--- src/rtl/vpx_pkg.sv ---
package vpx_pkg;
  parameter int unsigned VA_W   = 32;
  parameter int unsigned PG_LOG = 10;
  parameter int unsigned PN_W   = VA_W - PG_LOG;
  parameter int unsigned SIZE_W = 3;
  parameter int unsigned PID_W  = 8;
  parameter int unsigned ZONE_W = 4;
  parameter int unsigned ZONE_N = 1 << ZONE_W;

  typedef enum logic [1:0] {
    ACC_RD  = 2'd0,
    ACC_WR  = 2'd1,
    ACC_EX  = 2'd2,
    ACC_RSV = 2'd3
  } acc_e;

  typedef struct packed {
    logic              vld;
    logic [PN_W-1:0]   epn;
    logic [SIZE_W-1:0] size;
    logic [PID_W-1:0]  tid;
    logic [PN_W-1:0]   rpn;
    logic              ex;
    logic              wr;
    logic [ZONE_W-1:0] zone;
  } tlb_ent_t;

  // 1 where a page-number bit belongs to the tag for this size
  function automatic logic [PN_W-1:0] size_mask(input logic [SIZE_W-1:0] s);
    logic [PN_W-1:0] m;
    m = '1;
    m = m << (2 * int'(s));
    return m;
  endfunction
endpackage

--- src/rtl/vpx_tlb_store.sv ---
module vpx_tlb_store
  import vpx_pkg::*;
#(
  parameter int unsigned N_ENT = 16,
  localparam int unsigned IDX_W = $clog2(N_ENT)
) (
  input  logic             clk_i,
  input  logic             rst_ni,
  input  logic             we_i,
  input  logic [IDX_W-1:0] we_idx_i,
  input  tlb_ent_t         we_ent_i,
  input  logic             inv_i,
  input  logic [IDX_W-1:0] inv_idx_i,
  output tlb_ent_t         ents_o [N_ENT]
);
  for (genvar g = 0; g < N_ENT; g++) begin : g_ent
    tlb_ent_t ent_q;
    always_ff @(posedge clk_i or negedge rst_ni) begin
      if (!rst_ni) begin
        ent_q <= '0;
      end else if (inv_i && inv_idx_i == IDX_W'(g)) begin
        ent_q.vld <= 1'b0;  // invalidate wins over a same-index write
      end else if (we_i && we_idx_i == IDX_W'(g)) begin
        ent_q <= we_ent_i;
      end
    end
    assign ents_o[g] = ent_q;
  end
endmodule

--- src/rtl/vpx_match.sv ---
module vpx_match
  import vpx_pkg::*;
#(
  parameter int unsigned N_ENT = 16,
  localparam int unsigned IDX_W = $clog2(N_ENT)
) (
  input  tlb_ent_t         ents_i [N_ENT],
  input  logic [PN_W-1:0]  va_pn_i,
  input  logic [PID_W-1:0] pid_i,
  output logic             hit_o,
  output logic [IDX_W-1:0] idx_o
);
  logic [N_ENT-1:0] hit_v;

  for (genvar g = 0; g < N_ENT; g++) begin : g_cmp
    logic tag_eq, pid_ok;
    assign tag_eq = ((ents_i[g].epn ^ va_pn_i) & size_mask(ents_i[g].size)) == '0;
    assign pid_ok = (ents_i[g].tid == '0) || (ents_i[g].tid == pid_i);
    assign hit_v[g] = ents_i[g].vld && tag_eq && pid_ok;
  end

  // lowest index wins; overlap is a software error
  always_comb begin
    idx_o = '0;
    for (int i = N_ENT - 1; i >= 0; i--) begin
      if (hit_v[i]) idx_o = IDX_W'(i);
    end
  end

  assign hit_o = |hit_v;
endmodule

--- src/rtl/vpx_zone.sv ---
module vpx_zone
  import vpx_pkg::*;
(
  input  logic                clk_i,
  input  logic                rst_ni,
  input  logic                we_i,
  input  logic [2*ZONE_N-1:0] data_i,
  input  logic [ZONE_W-1:0]   sel_i,
  output logic [1:0]          field_o
);
  logic [2*ZONE_N-1:0] zone_q;

  always_ff @(posedge clk_i or negedge rst_ni) begin
    if (!rst_ni)   zone_q <= '0;
    else if (we_i) zone_q <= data_i;
  end

  assign field_o = zone_q[2*sel_i +: 2];
endmodule

--- src/rtl/vpx_perm.sv ---
module vpx_perm
  import vpx_pkg::*;
(
  input  acc_e       acc_i,
  input  logic       ex_i,
  input  logic       wr_i,
  input  logic [1:0] zf_i,
  output logic       deny_o
);
  logic page_deny;

  assign page_deny = (acc_i == ACC_WR && !wr_i) || (acc_i == ACC_EX && !ex_i);

  always_comb begin
    unique case (zf_i)
      2'b00:   deny_o = 1'b1;
      2'b11:   deny_o = 1'b0;
      default: deny_o = page_deny;
    endcase
  end
endmodule

--- src/rtl/vpx_xlate.sv ---
module vpx_xlate
  import vpx_pkg::*;
#(
  parameter int unsigned N_ENT = 16,
  localparam int unsigned IDX_W = $clog2(N_ENT)
) (
  input  logic                clk_i,
  input  logic                rst_ni,
  input  logic                vm_en_i,
  input  logic [PID_W-1:0]    pid_i,
  input  logic                req_valid_i,
  input  logic [1:0]          req_acc_i,
  input  logic [VA_W-1:0]     req_addr_i,
  input  logic                tlb_we_i,
  input  logic [IDX_W-1:0]    tlb_idx_i,
  input  logic [PN_W-1:0]     tlb_epn_i,
  input  logic [SIZE_W-1:0]   tlb_size_i,
  input  logic [PID_W-1:0]    tlb_tid_i,
  input  logic [PN_W-1:0]     tlb_rpn_i,
  input  logic                tlb_ex_i,
  input  logic                tlb_wr_i,
  input  logic [ZONE_W-1:0]   tlb_zone_i,
  input  logic                tlb_inv_i,
  input  logic [IDX_W-1:0]    tlb_inv_idx_i,
  input  logic                zone_we_i,
  input  logic [2*ZONE_N-1:0] zone_data_i,
  output logic                rsp_valid_o,
  output logic                rsp_hit_o,
  output logic                rsp_miss_o,
  output logic                rsp_fault_o,
  output logic [VA_W-1:0]     rsp_paddr_o
);
  tlb_ent_t         ents [N_ENT];
  tlb_ent_t         wr_ent;
  tlb_ent_t         sel;
  logic [PN_W-1:0]  va_pn, pa_pn, msk;
  logic             m_hit, deny;
  logic [IDX_W-1:0] m_idx;
  logic [1:0]       zf;

  assign wr_ent = '{vld: 1'b1, epn: tlb_epn_i, size: tlb_size_i, tid: tlb_tid_i,
                    rpn: tlb_rpn_i, ex: tlb_ex_i, wr: tlb_wr_i, zone: tlb_zone_i};

  vpx_tlb_store #(.N_ENT(N_ENT)) u_store (
    .clk_i    (clk_i),
    .rst_ni   (rst_ni),
    .we_i     (tlb_we_i),
    .we_idx_i (tlb_idx_i),
    .we_ent_i (wr_ent),
    .inv_i    (tlb_inv_i),
    .inv_idx_i(tlb_inv_idx_i),
    .ents_o   (ents)
  );

  assign va_pn = req_addr_i[VA_W-1:PG_LOG];

  vpx_match #(.N_ENT(N_ENT)) u_match (
    .ents_i (ents),
    .va_pn_i(va_pn),
    .pid_i  (pid_i),
    .hit_o  (m_hit),
    .idx_o  (m_idx)
  );

  assign sel = ents[m_idx];

  vpx_zone u_zone (
    .clk_i  (clk_i),
    .rst_ni (rst_ni),
    .we_i   (zone_we_i),
    .data_i (zone_data_i),
    .sel_i  (sel.zone),
    .field_o(zf)
  );

  vpx_perm u_perm (
    .acc_i (acc_e'(req_acc_i)),
    .ex_i  (sel.ex),
    .wr_i  (sel.wr),
    .zf_i  (zf),
    .deny_o(deny)
  );

  assign msk   = size_mask(sel.size);
  assign pa_pn = (sel.rpn & msk) | (va_pn & ~msk);

  logic            hit_d, miss_d, fault_d;
  logic [VA_W-1:0] pa_d;

  always_comb begin
    hit_d   = 1'b0;
    miss_d  = 1'b0;
    fault_d = 1'b0;
    pa_d    = '0;
    if (req_valid_i) begin
      if (!vm_en_i) begin
        hit_d = 1'b1;
        pa_d  = req_addr_i;
      end else if (!m_hit) begin
        miss_d = 1'b1;
      end else if (deny) begin
        fault_d = 1'b1;
      end else begin
        hit_d = 1'b1;
        pa_d  = {pa_pn, req_addr_i[PG_LOG-1:0]};
      end
    end
  end

  always_ff @(posedge clk_i or negedge rst_ni) begin
    if (!rst_ni) begin
      rsp_valid_o <= 1'b0;
      rsp_hit_o   <= 1'b0;
      rsp_miss_o  <= 1'b0;
      rsp_fault_o <= 1'b0;
      rsp_paddr_o <= '0;
    end else begin
      rsp_valid_o <= req_valid_i;
      rsp_hit_o   <= hit_d;
      rsp_miss_o  <= miss_d;
      rsp_fault_o <= fault_d;
      rsp_paddr_o <= pa_d;
    end
  end
endmodule

--- config.mk ---
export PLATFORM = sky130hd
export DESIGN_NAME = vpx_xlate
export DESIGN_NICKNAME = d
export VERILOG_FILES = /design/src/rtl/vpx_pkg.sv /design/src/rtl/vpx_tlb_store.sv /design/src/rtl/vpx_match.sv /design/src/rtl/vpx_zone.sv /design/src/rtl/vpx_perm.sv /design/src/rtl/vpx_xlate.sv
export SDC_FILE = /design/constraint.sdc
export NUM_CORES = 2
export LEC_CHECK = 0
export ABC_AREA = 1
export BUFFER_PORTS_ARGS = -buffer_cell sky130_fd_sc_hd__buf_2
export CAP_MARGIN = 10
export CORE_ASPECT_RATIO = 1.2
export CORE_MARGIN = 1.5
export CORE_UTILIZATION = 30
export DETAILED_ROUTE_END_ITERATION = 16
export HOLD_SLACK_MARGIN = 0.02
export PLACE_DENSITY = 0.41
export SYNTH_ARGS = -nofsm -noshare
export SYNTH_HDL_FRONTEND = slang
export SYNTH_SLANG_ARGS = --single-unit
--- constraint.sdc ---
create_clock -name clk_i -period 8.1 [get_ports clk_i]
set_input_delay 2.025 -clock clk_i [delete_from_list [all_inputs] [get_ports clk_i]]
set_output_delay 2.025 -clock clk_i [all_outputs]
set_load 0.05 [all_outputs]
# Word-level counts from Yosys, hierarchy flattened
# Cells that the tools add are included.
# classes
order_cmp,1
mux,67
bitwise,53
eq_ne,49
shift,18
n_addsub,0
reduce_logical,153
mul,0
div_mod_pow,0
# op_table
cell,n
$mux 62,16
$and 22x22->22,18
$shl 22x4->22 const A,17
$logic_not 22->1,16
$xor 22x22->22,16
$bmux 62 s4,1
$eq 8x8->1,16
$logic_not 8->1,16
$mux 32,4
$mux 39,2
$logic_and 1x1->1,66
$eq 4x4->1 const B,16
$mux 4,16
$eq 4x3->1 const B,8
$reduce_and 2->1,16
$reduce_bool 2->1,16
$shiftx 32x6->2,1
$mux 1,27
$not 22->22,1
$or 22x22->22,1
$logic_or 1x1->1,17
$eq 4x2->1 const B,4
$not 1->1,16
$reduce_or 16->1,1
9 further kinds,13
# word_totals
romBits,0
memories,0
latchBits,0
ff_bits,1060
out_inout_bits,36
ramBits,0

# Longest topological paths before layout
# logic_depth
word_depth,33
mapped_depth,47

# By module
# Synthesis repeated with hierarchy kept, for this count alone.
# hier_totals
cells_unflattened,7212
area_unflattened_um2,55480.7
# modules_own_cells
module,seq_area_each_um2,area_per_inst_um2,instances,cells_each
vpx_tlb_store,24823.8,39800.7,1,4480
vpx_match,0.0,7702.4,1,1331
vpx_xlate,900.9,6347.3,1,1184
vpx_zone,800.8,1574.0,1,205
vpx_perm,0.0,56.3,1,12

# Worst setup path before layout
# No wires, ideal clock.
# synth_path
kind,in2reg
startpoint,input port req_addr_i[18]
endpoint,register rsp_paddr_o[14]
setup_time_ns,0.069
path_stages,31
setup_slack_ns,2.269
required_ns,8.031
path_buffers,5
arrival_time_ns,5.762
cell_sequence,buf_4 buf_4 xnor2_1 nand2_1 o41ai_1 and3_1 nand4_1 nand2_1 inv_1 a21oi_4 inv_2 buf_6 buf_6 nand3_1 nand3_1 nand3_1 nand2_2 inv_2 nand3_1 nand3_1 nand3_1 nand2_1 inv_1 ha_1 or2_2 nand2_4 nand2_2 nand2_2 inv_2 buf_6 nor2_2
# synth_via
elab_chain_cells,33
# synth_rtl
item,line,rtl
"start, declared",vpx_xlate.sv:13,"input logic [VA_W-1:0] req_addr_i,"
branches (longest 30 deep; another with $xor 22x22->22),--,
$mux 32 (*),vpx_xlate.sv:99,end else if (!m_hit) begin
$mux 32 (*),vpx_xlate.sv:96,if (!vm_en_i) begin
$mux 32 (*),vpx_xlate.sv:95,if (req_valid_i) begin
via pa_d[14],vpx_xlate.sv:88,logic [VA_W-1:0] pa_d;
"end signal, assigned",vpx_xlate.sv:122,rsp_paddr_o <= pa_d;
"end, declared",vpx_xlate.sv:31,output logic [VA_W-1:0] rsp_paddr_o
# Mark *: on every way through the listed nets, which the timed path passes. The select of a mux whose other input is x is not followed.
# A chain may end at the register's enable or synchronous reset.

# Worst setup path in the final report
# layout_path
startpoint,input port req_addr_i[11]
endpoint,register rsp_paddr_o[0]
# layout_via
elab_chain_cells,33
# layout_rtl
item,line
branches (longest 30 deep; another with $xor 22x22->22),--
$mux 32 (*),vpx_xlate.sv:99
$mux 32 (*),vpx_xlate.sv:96
$mux 32 (*),vpx_xlate.sv:95
via pa_d[0],vpx_xlate.sv:88
# Marked as above.

==> results.yml <==
global_route:
  overflow: 0
  grt_use_met1_pct: 31.04
  grtUsageMet3_pct: 3.490
  grt_pass1_wl_um: 309700
  antenna_found_initial: 5
  gr-max-usage-layer: "met2"
  grt_start_max_net_pins: 156
  grt.met2_usage_pct: 38.00
  grt_pass1_vias: 44770
  track_usage_pct: 23.25
placement:
  routabilityCongestion: 0.8753
  placement.cell_area_um2: 55930
  dp_slack_ns: -0.1826
  place_inst: 8813
  numPortBuffers: 185
  dp_hpwl_um: 135400
clock_network:
  cts_tree: "built"
  cts_made_buffers: 130
  clk_path_buf_depth: 3
  clock-sinks: 1060
  cts-root-buf: "clkbuf_16"
  cts.htree.levels: 4
  path_clk_slew_ns: 0.05
  cts_resized: 0
  post_cts_buffers: 0
  clock_latency_ns: 0.79
  cts-hold-fix-buffers: 0
setup_path:
  end_kind: "register"
  cpMostUsedCell: "nand3_1"
  required_ns: 8.81
  rrSetupSlack_ns: 2.16
  cp-start-kind: "input pin"
  cp_max_fo: 26
  reg2reg_to: "rsp_paddr_o[0]$_DFF_PN0_"
  max_stage_delay_ns: 0.67
  crit_type: "in2reg"
  ff2ff_path_depth: 43
  slowest_stage: "o21ai_0"
  cp.arrival_ns: 8.13
  r2r-start: "u_store.ents_o[99]$_DFFE_PN0P_"
route:
  first_pass_iters: 8
  ant_nets: 0
  num_vias: 45250
  drt-initial-drc-count: 3572
  via_per_inst: 5.001
  drt_wl_total_um: 209600
  drc: 0
  post_drt_wl_per_cell_um: 23.17
floorplanning:
  boundaryPins: 186
  rows: 169
  initial_core_util_pct: 30.13
  design.core.area_um2: 176400
  die_h_um: 464.1
  fp.dieW_um: 387.2
  die-area_um2: 179700
pwr:
  ir_drop_uv: 202.3
  p_sw_share_pct: 31.88
  p_clk_share_pct: 36.7
  p_per_area_nw_per_um2: 269.0
  comb_power_share_pct: 19.0
  p_leak_nw: 28.51
  p_total_w: 0.01620
  p_int_w: 0.01104
  switchingPower_w: 0.005166
  seq_power_share_pct: 44.3
synth:
  synth_edf_count: 0
  avgSynthCellArea_um2: 7.987
  netlist.top_cell.by_area: "dfrtp_1"
  ys_warn_count: 0
  ys.flop_type: "dfrtp_1"
  synth_seq_cells: 1060
  ys_types: 64
  synth_area_leaders: "dfrtp_1 50%, nand2_1 14%, o21ai_0 11%"
  netlist.area_leader.share_pct: 49.91
  synth_cells: 6654
  synth_fp_nets: 6805
  yosysSeqAreaShare_pct: 49.91
  ys_async_sr_fraction_pct: 100.0
  syn-cell-area_um2: 53140
timing:
  drv_slew: 0
  setup_tns_ns: 0
  setup_ws_ns: 0.6747
  clock_skew_ns: 0.03021
  worst_slew_pin_slew_ns: 1.254
  slew_headroom_pct: 16.31
  hold_violations: 0
  grt_setup_unrepaired: "no"
  max_freq_ghz: 0.1347
  setup_viol: 0
  finalCritPeriodShare_pct: 91.67
  period_needed_ns: 7.425
worst_hold_path:
  hold_class: "reg2reg"
  holdPathStages: 2
  min_to: "u_store.ents_o[376]$_DFFE_PN0P_"
  hold_path_startpoint: "u_store.ents_o[376]$_DFFE_PN0P_"
finish:
  layout-drive-gt1-share_pct: 9.648
  area_growth_pct: 13.34
  fin_nets: 6788
  finalNonFillerCells: 9048
  fin_area_um2: 60230
run:
  cap_violations: 0
status:
  status: "completed"
power by group through the flow:
| stage | clock (W) | sequential, W | combinational [W] |
|---|---|---|---|
| after detailed placement | 0 | 0.00724 | 0.00312 |
| final | 0.00595 | 0.00717 | 0.00309 |
| after global routing | 0.00630 | 0.00731 | 0.00355 |
| after floorplan | 0 | 0.00701 | 0.00213 |
| after global placement | 0 | 0.00724 | 0.00309 |
| after CTS | 0.00612 | 0.00716 | 0.00313 |
layer usage:
layer,share of wire [%],vias to the layer above
met1,45,22210
li1,-,21600
met2,47,1156
met3,4.9,295
met5,0,-
met4,3.5,0
sequential cells by signal, summed over array words and instances, names as in the netlist:
signal and count:
u_store.ents_o 992, rsp_paddr_o 32, u_zone.zone_q 32, rsp_fault_o 1, rsp_hit_o 1, rsp_miss_o 1, rsp_valid_o 1
worst max-delay path by stage:
stage	from	endpoint	depth (start not counted)
2_1_floorplan	req_addr_i[18]	rsp_paddr_o[14]$_DFF_PN0_	31
3_3_place_gp	req_addr_i[11]	rsp_paddr_o[0]$_DFF_PN0_	32
3_5_place_dp	req_addr_i[11]	rsp_paddr_o[0]$_DFF_PN0_	30
4_1_cts	req_addr_i[11]	rsp_paddr_o[0]$_DFF_PN0_	30
5_1_grt	req_addr_i[11]	rsp_paddr_o[4]$_DFF_PN0_	32
6_report	req_addr_i[11]	rsp_paddr_o[0]$_DFF_PN0_	30
layout by cell type, fill, tap and decap left out, drive strengths merged, types with 4 or more instances in the layout:
| cell type | count |
|---|---|
| nand2 | 1964 |
| o21ai | 1164 |
| dfrtp | 1060 |
| nand3 | 469 |
| inv | 415 |
| nor2 | 352 |
| buf | 312 |
| clkbuf | 202 |
| xnor2 | 184 |
| xor2 | 115 |
| a21oi | 71 |
| nand4 | 65 |
| nor3 | 51 |
| nor4 | 51 |
| or2 | 50 |
| o211ai | 28 |
| o21bai | 21 |
| nand3b | 21 |
| clkinv | 21 |
| a31oi | 20 |
| nor3b | 15 |
| mux2 | 15 |
| o2111ai | 9 |
| o22ai | 9 |
| or3 | 7 |
| a211oi | 6 |
| and3 | 5 |
| bufinv | 5 |
| a2111oi | 4 |
metrics by stage:
step / hold WS [ns] / util, %
after global placement: 0.4587 / 31.71
after CTS: 0.4794 / 34.15
after global routing: 0.4939 / 34.15
after detailed placement: 0.4652 / 31.71
final: 0.4789 / 34.16
after floorplan: 0.4444 / -
synthesized netlist by cell type, drive strengths merged, types with 9 or more instances:
master and count:
o21bai 21, o211ai 28, nand3b 21, clkbuf 282
a21oi 71, nand2 1964, nor3b 15, xor2 115
nand4 65, nand3 469, nor3 51, nor2 352
dfrtp 1060, inv 406, o2111ai 9, xnor2 184
nor4 51, mux2 15, o22ai 9, o21ai 1164
or2 50, buf 179, a31oi 20
kinds of logic after synthesis:
kind of cell	after synthesis	share of synthesized area (%)
compound gates	1346	13.24
xor+xnor	299	4.928
fa+ha+maj	1	0.02354
buf+inv	874	7.270
flops	1060	49.91
mux	15	0.3178
simple gates	3059	24.30
area by class of cell:
| cell class | count | area [um2] |
|---|---|---|
| fillers | 18770 | 116100 |
| clock buffers | 202 | 3939 |
| multi-input cells | 4720 | 22910 |
| repair buffers | 312 | 2052 |
| flip-flops and latches | 1060 | 26530 |
| inverters | 413 | 1558 |
| well taps | 2308 | 2888 |
| diodes | 3 | 7.507 |
| clock inverters | 30 | 359.1 |
worst max-delay path, delay by kind of cell:
kind | cells | cell delay [ns]
buf+inv | 5 | 1.37
compound gates | 5 | 1.51
simple gates | 18 | 2.73
xor+xnor | 1 | 0.14
fa+ha+maj | 1 | 0.24
Note: power is estimated with default switching activity, not from simulation.
